### src/rtl/dual_adc_seq_pkg.sv
package dual_adc_seq_pkg;
  typedef struct packed {
    logic single;
    logic odd;
  } mux_cfg_t;

  typedef enum logic [1:0] {
    ST_IDLE = 2'd0,
    ST_CONV = 2'd1,
    ST_XFER = 2'd2
  } seq_state_t;
endpackage

### src/rtl/dual_adc_seq_rstsync.sv
module dual_adc_seq_rstsync #(
  parameter int STAGES = 2
) (
  input  logic clk,
  input  logic rst_n,
  output logic rst_n_sync
);
  logic [STAGES-1:0] sync_q;

  always_ff @(posedge clk or negedge rst_n) begin
    if (!rst_n) sync_q <= '0;
    else        sync_q <= {sync_q[STAGES-2:0], 1'b1};
  end

  assign rst_n_sync = sync_q[STAGES-1];
endmodule

### src/rtl/dual_adc_seq_serial.sv
module dual_adc_seq_serial
  import dual_adc_seq_pkg::*;
#(
  parameter int DATA_W   = 16,
  parameter int CONV_CYC = 8
) (
  input  logic              clk,
  input  logic              rst_n,
  input  logic              start_i,
  input  mux_cfg_t          cfg_i,
  input  logic              sdo_i,
  output logic              conv_o,
  output logic              sck_o,
  output logic              sdi_o,
  output logic              busy_o,
  output logic              accept_o,
  output logic              fin_o,
  output logic [DATA_W-1:0] data_o
);
  localparam int CNT_W = $clog2(CONV_CYC + 1);
  localparam int BIT_W = $clog2(DATA_W);
  localparam logic [CNT_W-1:0] CNT_END  = CNT_W'(CONV_CYC - 1);
  localparam logic [BIT_W-1:0] BIT_LAST = BIT_W'(DATA_W - 1);

  seq_state_t        state_q, state_d;
  logic [CNT_W-1:0]  cnt_q, cnt_d;
  logic [BIT_W-1:0]  bit_q, bit_d;
  logic              sck_q, sck_d;
  logic              sdi_q, sdi_d;
  logic              conv_q, conv_d;
  logic [DATA_W-1:0] shift_q, shift_d;
  logic [DATA_W-1:0] data_q;

  assign accept_o = (state_q == ST_IDLE) && start_i;
  assign fin_o    = (state_q == ST_XFER) && sck_q && (bit_q == BIT_LAST);

  always_comb begin
    state_d = state_q;
    cnt_d   = cnt_q;
    bit_d   = bit_q;
    sck_d   = sck_q;
    sdi_d   = sdi_q;
    conv_d  = conv_q;
    shift_d = shift_q;
    unique case (state_q)
      ST_IDLE: begin
        if (start_i) begin
          state_d = ST_CONV;
          conv_d  = 1'b1;
          cnt_d   = '0;
        end
      end
      ST_CONV: begin
        if (cnt_q == CNT_END) begin
          state_d = ST_XFER;
          conv_d  = 1'b0;
          sck_d   = 1'b0;
          bit_d   = '0;
          sdi_d   = cfg_i.single;
        end else begin
          cnt_d = cnt_q + 1'b1;
        end
      end
      ST_XFER: begin
        if (!sck_q) begin
          sck_d   = 1'b1;
          shift_d = {shift_q[DATA_W-2:0], sdo_i};
        end else begin
          sck_d = 1'b0;
          if (bit_q == BIT_LAST) begin
            state_d = ST_IDLE;
            sdi_d   = 1'b0;
          end else begin
            bit_d = bit_q + 1'b1;
            sdi_d = (bit_q == '0) ? cfg_i.odd : 1'b0;
          end
        end
      end
      default: state_d = ST_IDLE;
    endcase
  end

  always_ff @(posedge clk or negedge rst_n) begin
    if (!rst_n) begin
      state_q <= ST_IDLE;
      cnt_q   <= '0;
      bit_q   <= '0;
      sck_q   <= 1'b0;
      sdi_q   <= 1'b0;
      conv_q  <= 1'b0;
      shift_q <= '0;
    end else begin
      state_q <= state_d;
      cnt_q   <= cnt_d;
      bit_q   <= bit_d;
      sck_q   <= sck_d;
      sdi_q   <= sdi_d;
      conv_q  <= conv_d;
      shift_q <= shift_d;
    end
  end

  always_ff @(posedge clk or negedge rst_n) begin
    if (!rst_n)     data_q <= '0;
    else if (fin_o) data_q <= shift_q;
  end

  assign conv_o = conv_q;
  assign sck_o  = sck_q;
  assign sdi_o  = sdi_q;
  assign busy_o = (state_q != ST_IDLE);
  assign data_o = data_q;
endmodule

### src/rtl/dual_adc_seq_tagger.sv
module dual_adc_seq_tagger
  import dual_adc_seq_pkg::*;
(
  input  logic     clk,
  input  logic     rst_n,
  input  logic     accept_i,
  input  logic     fin_i,
  input  logic     rr_i,
  input  mux_cfg_t req_i,
  output mux_cfg_t cur_o,
  output mux_cfg_t tag_o,
  output logic     known_o,
  output logic     valid_o
);
  mux_cfg_t cur_q, cur_d;
  mux_cfg_t prev_q, tag_q;
  logic     prev_v_q, known_q, valid_q, rr_ptr_q;

  always_comb begin
    cur_d = cur_q;
    if (accept_i) begin
      if (rr_i) cur_d = '{single: 1'b1, odd: rr_ptr_q};
      else      cur_d = req_i;
    end
  end

  always_ff @(posedge clk or negedge rst_n) begin
    if (!rst_n) begin
      cur_q    <= '0;
      rr_ptr_q <= 1'b0;
    end else begin
      cur_q <= cur_d;
      if (accept_i && rr_i) rr_ptr_q <= ~rr_ptr_q;
    end
  end

  always_ff @(posedge clk or negedge rst_n) begin
    if (!rst_n) begin
      prev_q   <= '0;
      prev_v_q <= 1'b0;
      tag_q    <= '0;
      known_q  <= 1'b0;
    end else if (fin_i) begin
      tag_q    <= prev_q;
      known_q  <= prev_v_q;
      prev_q   <= cur_q;
      prev_v_q <= 1'b1;
    end
  end

  always_ff @(posedge clk or negedge rst_n) begin
    if (!rst_n) valid_q <= 1'b0;
    else        valid_q <= fin_i;
  end

  assign cur_o   = cur_q;
  assign tag_o   = tag_q;
  assign known_o = known_q;
  assign valid_o = valid_q;
endmodule

### src/rtl/dual_adc_seq.sv
module dual_adc_seq
  import dual_adc_seq_pkg::*;
#(
  parameter int DATA_W   = 16,
  parameter int CONV_CYC = 8
) (
  input  logic              clk,
  input  logic              rst_n,
  input  logic              start,
  input  logic              req_single,
  input  logic              req_odd,
  input  logic              rr_mode,
  input  logic              adc_sdo,
  output logic              adc_conv,
  output logic              adc_sck,
  output logic              adc_sdi,
  output logic              busy,
  output logic [DATA_W-1:0] result,
  output logic              result_valid,
  output logic [1:0]        result_tag,
  output logic              tag_known
);
  logic     rst_n_int, accept, fin;
  mux_cfg_t req_cfg, cur_cfg, tag_cfg;

  assign req_cfg = '{single: req_single, odd: req_odd};

  dual_adc_seq_rstsync #(.STAGES(2)) u_rst (
    .clk        (clk),
    .rst_n      (rst_n),
    .rst_n_sync (rst_n_int)
  );

  dual_adc_seq_serial #(.DATA_W(DATA_W), .CONV_CYC(CONV_CYC)) u_ser (
    .clk      (clk),
    .rst_n    (rst_n_int),
    .start_i  (start),
    .cfg_i    (cur_cfg),
    .sdo_i    (adc_sdo),
    .conv_o   (adc_conv),
    .sck_o    (adc_sck),
    .sdi_o    (adc_sdi),
    .busy_o   (busy),
    .accept_o (accept),
    .fin_o    (fin),
    .data_o   (result)
  );

  dual_adc_seq_tagger u_tag (
    .clk      (clk),
    .rst_n    (rst_n_int),
    .accept_i (accept),
    .fin_i    (fin),
    .rr_i     (rr_mode),
    .req_i    (req_cfg),
    .cur_o    (cur_cfg),
    .tag_o    (tag_cfg),
    .known_o  (tag_known),
    .valid_o  (result_valid)
  );

  assign result_tag = tag_cfg;
endmodule

### config.mk
export PLATFORM = sky130hd
export DESIGN_NAME = dual_adc_seq
export DESIGN_NICKNAME = d
export VERILOG_FILES = /design/src/rtl/dual_adc_seq_pkg.sv /design/src/rtl/dual_adc_seq_rstsync.sv /design/src/rtl/dual_adc_seq_serial.sv /design/src/rtl/dual_adc_seq_tagger.sv /design/src/rtl/dual_adc_seq.sv
export SDC_FILE = /design/constraint.sdc
export NUM_CORES = 1
export LEC_CHECK = 0
export BUFFER_PORTS_ARGS = -buffer_cell sky130_fd_sc_hd__buf_2
export CORE_MARGIN = 1
export CORE_UTILIZATION = 46
export CTS_CLUSTER_DIAMETER = 200
export DETAILED_ROUTE_END_ITERATION = 16
export PLACE_DENSITY = 0.77
export SLEW_MARGIN = 25
export SYNTH_ARGS = -nofsm -noshare
export SYNTH_HDL_FRONTEND = slang
export SYNTH_SLANG_ARGS = --single-unit
### constraint.sdc
create_clock -name clk -period 2.3 [get_ports clk]
set_clock_uncertainty 0.15 [all_clocks]
set_input_delay 0.46 -clock clk [delete_from_list [all_inputs] [get_ports clk]]
set_output_delay 0.46 -clock clk [all_outputs]
set_load 0.1 [all_outputs]
==> run_results.csv, run 1 <==
group,metric,value,unit
place,routabilityCongestion,0.877,
power,power.density,967,mW/mm²
worst_setup_path,r2r_slack,0.39,ns
die,coreArea,0.00485,mm²
grt,gr-total-overflow,0,
hold_path,hp-class,"reg -> async",
yosys,synth.area.top_cells,"dfrtp_1 60%, mux2_2 18%, ha_1 1.6%, a21oi_1 1.5%, buf_6 1.4%",
final_layout,regArea,0.00143,mm²
sta,setup_tns,0,ns
yosys,netlist_area,0.00239,mm²
yosys,synthArstFlopShare,100,%
grt,antenna_found_initial,0,
yosys,netlist.top_cell.by_area,"dfrtp_1",
drt,drt_iter0_markers,60,
die,start_util,49.3,%
final_layout,multi_input_area,890,µm²
cts,root_buffer,"clkbuf_8",
final_layout,instances_no_fill,289,
drt,drc,0,
die,num_rows,25,
sta,rsz0062_at_grt,"no",
yosys,synth_nets,185,
sta,drv_slew,0,
sta,setup_viol,0,
die,num_io_pins,31,
die,fp.dieH,74.1,µm
cts,cts_tree,"done",
drt,wl,3.91,mm
worst_setup_path,endpoint_kind,"output port",
worst_setup_path,critPathKind,"reg -> out",
final_layout,drive_gt1_share,44.1,%
die,fp.dieW,74.1,µm
drt,dr_wl_met2,1.82,mm
sta,fmax,462,MHz
drt,dr_wl_met3,165,µm
drt,first_pass_iters,4,
drt,vias,1486,
worst_setup_path,crit_fanout,17,
drt,wl_per_cell,13.5,µm
yosys,synth.most_common_cell,"dfrtp_1",
final_layout,antenna_cells,0,
sta,min_period,2.17,ns
yosys,synth_cells,175,
yosys,synth-seq-area-share,59.7,%
place,io_buffers,30,
worst_setup_path,crit_required,1.69,ns
grt,grt_max_degree,23,
grt,grt_pass1_vias,1416,
drt,m1WireLength,1.86,mm
final_layout,fill_cells,402,
drt,highest_layer,"met4",
sta,fin_crit_sh,94.1,%
yosys,synth_top_area_share,59.7,%
cts,numCtsBuffers,9,
grt,grt_usage,16.1,%
cts,clockBufferDepth,2,
yosys,ys_ff_latch,57,
cts,cts.sinks,57,
yosys,synth_edf_count,0,
yosys,postSynthAreaPerCell,13.6,µm²
die,die-area,0.00548,mm²
cts,htreeDepth,3,
place,dp_hpwl,2.71,mm
drt,viasPerCell,5.14,
final_layout,syn_to_final_growth,18.3,%
grt,grt_pass1_wl,6.38,mm
drt,final_antenna_net_count,0,
yosys,yosys_warnings,0,
yosys,synth_ff_type,"dfrtp_1",
yosys,ys_types,42,
power,ir_drop,0.000868,V
sta,hold_violations,0,
job,maxCapViolations,0,
yosys,yosys-top-cells-count,"57 x dfrtp_1, 38 x mux2_2, 7 x a21oi_1, 7 x nand2_1",
place,dp.cells,272,
outcome,status,"completed",
worst_setup_path,critPathArrivalTime,1.56,ns
cts,clk_latency,0.33,ns
cts,clk_pin_slew,0.06,ns
cts,cts_setup_buffers,0,
power,p_leak,1.46,nW
worst_setup_path,crit_path_start_kind,"flip-flop",
final_layout,final_nets,227,
## area by class of cell
cell class / count / share of cell area [%]
sequential: 57 / 50.5
multi-input combinational: 106 / 31.5
timing repair buffer: 37 / 7.26
clock buffer: 11 / 5.00
tap: 67 / 2.97
clock inverter: 5 / 1.95
inverter: 6 / 0.797
## layer usage
metal	vias up	GRT usage, %
met5	-	0
li1	716	-
met3	8	4.47
met4	0	11.5
met1	726	20.8
met2	36	23.4
## what timing repair did
item                                   4_1_cts  5_1_grt
endpoints found under the hold margin        2        0
resized for setup                            0        0
hold buffers                                 1        0
## worst max-delay path: stages (launching register included)
cell,delay [ns]
dfrtp_1,0.61
or2_2,0.20
buf_2,0.42
## flip-flops by register name (all words and copies together) (netlist names), 2 cells and up
signal and count:
u_rst.sync_q 2, u_ser.cnt_q 4, u_tag.cur_o 2, u_tag.tag_o 2, u_tag.prev_q 2, u_ser.state_q 2
u_ser.shift_q 16, u_ser.data_o 16, u_ser.bit_q 4
## layout by cell type, fill, tap and decap left out, types with 4 or more instances in the layout
cell type / instances
buf_2: 30
nand3_1: 6
buf_4: 6
inv_1: 6
clkbuf_8: 10
mux2_2: 38
nand2_1: 7
a21oi_1: 7
nor2_1: 4
dfrtp_1: 56
nand4_1: 4
## cell families after synthesis
kind of cell | Yosys count | share of synthesized area [%]
buf+inv | 12 | 3.04
simple gates | 41 | 10.9
fa+ha+maj | 3 | 1.57
mux | 39 | 18.3
compound gates | 20 | 5.50
other cells | 1 | 0.157
flops | 57 | 59.7
xor+xnor | 2 | 0.734
## per-stage QoR
stage / cell area (µm²) / hold WS (ns) / worst slack, ns / power (mW) / util, %
3_5_place_dp: 2620 / 0.0769 / 0.395 / 1.84 / 54.0
4_1_cts: 2830 / 0.0827 / 0.111 / 2.76 / 58.3
6_report: 2830 / 0.0672 / 0.135 / 2.73 / 58.3
3_3_place_gp: 2620 / 0.0726 / 0.463 / 1.83 / 54.0
2_1_floorplan: 2390 / 0.0144 / 0.0758 / 1.72 / -
5_1_grt: 2830 / 0.113 / 0.0664 / 2.89 / 58.3
## final timing paths
kind,cells past startpoint,endpoint,from
worst max-delay path,2,busy,u_ser.state_q[0]$_DFFE_PN0P_
worst min-delay path,0,u_ser.shift_q[7]$_DFFE_PN0P_,u_rst.sync_q[1]$_DFF_PN0_
worst max register to register,4,u_tag.prev_q[0]$_DFFE_PN0P_,u_ser.state_q[0]$_DFFE_PN0P_
worst min register to register,0,u_ser.shift_q[7]$_DFFE_PN0P_,u_rst.sync_q[1]$_DFF_PN0_
max in group asynchronous,1,u_ser.state_q[0]$_DFFE_PN0P_,u_rst.sync_q[1]$_DFF_PN0_
min in group clk,0,u_rst.sync_q[1]$_DFF_PN0_,u_rst.sync_q[0]$_DFF_PN0_
## where the power goes
group          internal, mW  switching (mW)  total, mW
Sequential             1.12           0.149       1.27
Combinational         0.205           0.358      0.562
Clock                 0.525           0.379      0.904
Note: power is estimated with default switching activity, not from simulation.
==> run 2, diff against run 1 <==
--- a/config.mk
+++ b/config.mk
@@ -5,12 +5,15 @@
 export SDC_FILE = /design/constraint.sdc
 export NUM_CORES = 1
 export LEC_CHECK = 0
+export ABC_AREA = 1
 export BUFFER_PORTS_ARGS = -buffer_cell sky130_fd_sc_hd__buf_2
+export CELL_PAD_IN_SITES_DETAIL_PLACEMENT = 0
+export CELL_PAD_IN_SITES_GLOBAL_PLACEMENT = 2
 export CORE_MARGIN = 1
-export CORE_UTILIZATION = 46
+export CORE_UTILIZATION = 35
 export CTS_CLUSTER_DIAMETER = 200
 export DETAILED_ROUTE_END_ITERATION = 16
-export PLACE_DENSITY = 0.77
+export PLACE_DENSITY = 0.89
 export SLEW_MARGIN = 25
 export SYNTH_ARGS = -nofsm -noshare
 export SYNTH_HDL_FRONTEND = slang
==> run_results.csv, run 2 <==
group,metric,value,unit
yosys,yosys_warnings,0,
drt,vias,1682,
sta,fmax,527,MHz
final_layout,final_nets,304,
worst_setup_path,cp.depth,3,
place,routabilityCongestion,0.732,
final_layout,regArea,0.00143,mm²
worst_setup_path,crit_path_top_delay_cell,"buf_2",
final_layout,syn_to_final_growth,17.8,%
cts,clockBufferDepth,2,
sta,timing.slew.headroom,66.7,%
drt,drt_iter0_markers,83,
sta,tightest_slew,0.500,ns
sta,min_period,1.90,ns
drt,wl,4.38,mm
place,dp_hpwl,2.89,mm
worst_setup_path,crit_required,1.69,ns
yosys,postSynthAreaPerCell,9.26,µm²
yosys,synthArstFlopShare,100,%
final_layout,antenna_cells,0,
sta,setup_tns,0,ns
final_layout,mostFrequentLayoutCells,"85 x nand2_1, 56 x dfrtp_1, 30 x buf_2, 28 x inv_1, 28 x o21ai_0",
grt,grt_pass1_vias,1651,
power,pwr-share-clk,26.9,%
yosys,ys_ff_latch,57,
power,p_sw,1.34,mW
cts,clk_latency,0.33,ns
yosys,synth_ff_type,"dfrtp_1",
yosys,synth_cells,255,
die,start_util,36.8,%
final_layout,layout_commonest_cell,"nand2_1",
sta,setup_viol,0,
yosys,synth.area.top_cells,"dfrtp_1 60%, nand2_1 14%, o21ai_0 5.9%, inv_1 4.5%, o21ai_2 2.2%",
power,ir_drop,0.000740,V
yosys,synth_nets,265,
cts,postCtsHoldBufs,1,
worst_setup_path,reg2reg_depth,7,
power,p_seq_share,43.1,%
drt,first_pass_iters,10,
die,coreArea,0.00642,mm²
worst_setup_path,critPathKind,"reg -> out",
final_layout,fill_cells,647,
die,fp.dieH,84.1,µm
power,swShare,40.5,%
power,p_leak,1.47,nW
yosys,synth.most_common_cell,"nand2_1",
final_layout,fin_area,0.00278,mm²
worst_setup_path,crit_fanout,5,
drt,wl_per_cell,11.7,µm
drt,drc,8,
grt,antenna_found_initial,0,
sta,fin_crit_sh,82.6,%
job,maxCapViolations,0,
yosys,synth-seq-area-share,60.4,%
power,power.density,1190,mW/mm²
final_layout,multi_input_area,766,µm²
cts,clk_pin_slew,0.07,ns
cts,numCtsBuffers,9,
worst_setup_path,endpoint_kind,"output port",
drt,viasPerCell,4.49,
die,num_io_pins,31,
cts,cts_resized,0,
sta,drv_slew,0,
cts,cts_tree,"done",
worst_setup_path,path_cells,"inv_2 > nand2_1 > buf_2",
outcome,violations,"DRC",
sta,fin_ws,0.401,ns
die,num_rows,29,
worst_setup_path,critPathArrivalTime,1.29,ns
yosys,synth_edf_count,0,
place,io_buffers,30,
worst_setup_path,critical_path_buf_inv_count,2,
cts,cts_setup_buffers,0,
drt,final_antenna_net_count,0,
outcome,status,"complete, but fails checks",
power,p_int,1.98,mW
die,fp.dieW,84.1,µm
hold_path,hp-class,"reg -> async",
grt,grt_usage,14.3,%
worst_setup_path,slowest_delay,0.41,ns
worst_setup_path,crit_path_start_kind,"flip-flop",
cts,root_buffer,"clkbuf_8",
cts,htreeDepth,3,
sta,hold_violations,0,
grt,grt_pass1_wl,7.76,mm
yosys,synth_top_area_share,60.4,%
worst_setup_path,cp_top_family,"buffers and inverters",
cts,cts.sinks,57,
grt,grt_max_degree,39,
grt,gr-total-overflow,0,
yosys,netlist.top_cell.by_area,"dfrtp_1",
die,die-area,0.00708,mm²
place,pre_cts_ws,0.601,ns
sta,rsz0062_at_grt,"no",
yosys,yosys-top-cells-count,"85 x nand2_1, 57 x dfrtp_1, 28 x inv_1, 28 x o21ai_0, 13 x nor2_1",
place,dpl_cell_area,0.00259,mm²
yosys,netlist_area,0.00236,mm²
final_layout,drive_gt1_share,21.1,%
yosys,ys_types,22,
power,p_comb_share,30.0,%
run 2: cell types whose count changed in the layout (fill, tap and decap cells not counted), moves of 5 or more:
cell / delta
inv_1: +22
a21oi_1: -5
o21ai_2: +6
mux2_2: -38
o21ai_0: +25
nand2_1: +78
nor2_1: +9
run 2: cell families (layout without fill, tap and decap cells):
| family | after synthesis | after routing | share of synthesized area (%) |
|---|---|---|---|
| adder cells (fa/ha/maj) | 3 | 3 | 1.59 |
| flip-flops | 57 | 57 | 60.4 |
| buffers and inverters | 38 | 81 | 7.15 |
| AO/OA/AOI/OAI | 40 | 40 | 9.43 |
| XOR/XNOR | 1 | 1 | 0.371 |
| AND/OR/NAND/NOR | 114 | 114 | 20.5 |
| other | 1 | 1 | 0.159 |
| multiplexers | 1 | 1 | 0.424 |
run 2: power by group through the flow:
stage / sequential [mW] / clock, mW / combinational, mW
2_1_floorplan: 1.68 / 0 / 0.556
3_3_place_gp: 1.45 / 0 / 0.993
3_5_place_dp: 1.45 / 0 / 1.00
4_1_cts: 1.43 / 0.926 / 1.01
5_1_grt: 1.47 / 0.967 / 1.13
6_report: 1.43 / 0.894 / 0.996
run 2: cell type report:
class	count	area share (%)
Multi-Input combinational cell	160	27.5
Clock buffer	9	4.46
Sequential cell	57	51.4
Timing Repair Buffer	35	6.84
Tap cell	77	3.47
Inverter	31	4.19
Clock inverter	6	2.16
run 2: layer usage:
layer	routed length (µm)	GRT usage [%]	vias to the layer above
met2	1910	21.0	31
met4	75	7.05	0
met1	2180	18.4	767
li1	-	-	876
met5	0	0	-
met3	212	5.60	8
run 2: worst register-to-register path, delay by kind of cell, from the launching register on:
kind | cells | cell delay (ns)
fa+ha+maj | 1 | 0.21
compound gates | 1 | 0.07
buf+inv | 2 | 0.28
simple gates | 3 | 0.47
flops | 1 | 0.39
run 2: per-stage QoR:
step,hold WS (ns),power (mW),instances,util (%)
after CTS,0.109,3.37,375,43.3
after global placement,0.0943,2.44,359,40.3
after floorplan,0.0144,2.24,255,-
final,0.0796,3.32,375,43.3
after global routing,0.130,3.57,375,43.3
after detailed placement,0.0956,2.45,359,40.3
run 2: path summary, 6_finish.rpt:
kind / from / to / slack [ns]
worst min-delay path: u_rst.sync_q[1]$_DFF_PN0_ / u_ser.shift_q[4]$_DFFE_PN0P_ / 0.08
worst min register to register: u_rst.sync_q[1]$_DFF_PN0_ / u_ser.shift_q[4]$_DFFE_PN0P_ / 0.08
worst max-delay path: u_ser.state_q[0]$_DFFE_PN0P_ / busy / 0.40
max in group asynchronous: u_rst.sync_q[1]$_DFF_PN0_ / u_tag.valid_o$_DFF_PN0_ / 1.28
worst max register to register: u_ser.bit_q[0]$_DFFE_PN0P_ / u_ser.data_o[5]$_DFFE_PN0P_ / 0.61
min in group clk: adc_sdo / u_ser.shift_q[0]$_DFFE_PN0P_ / 0.18
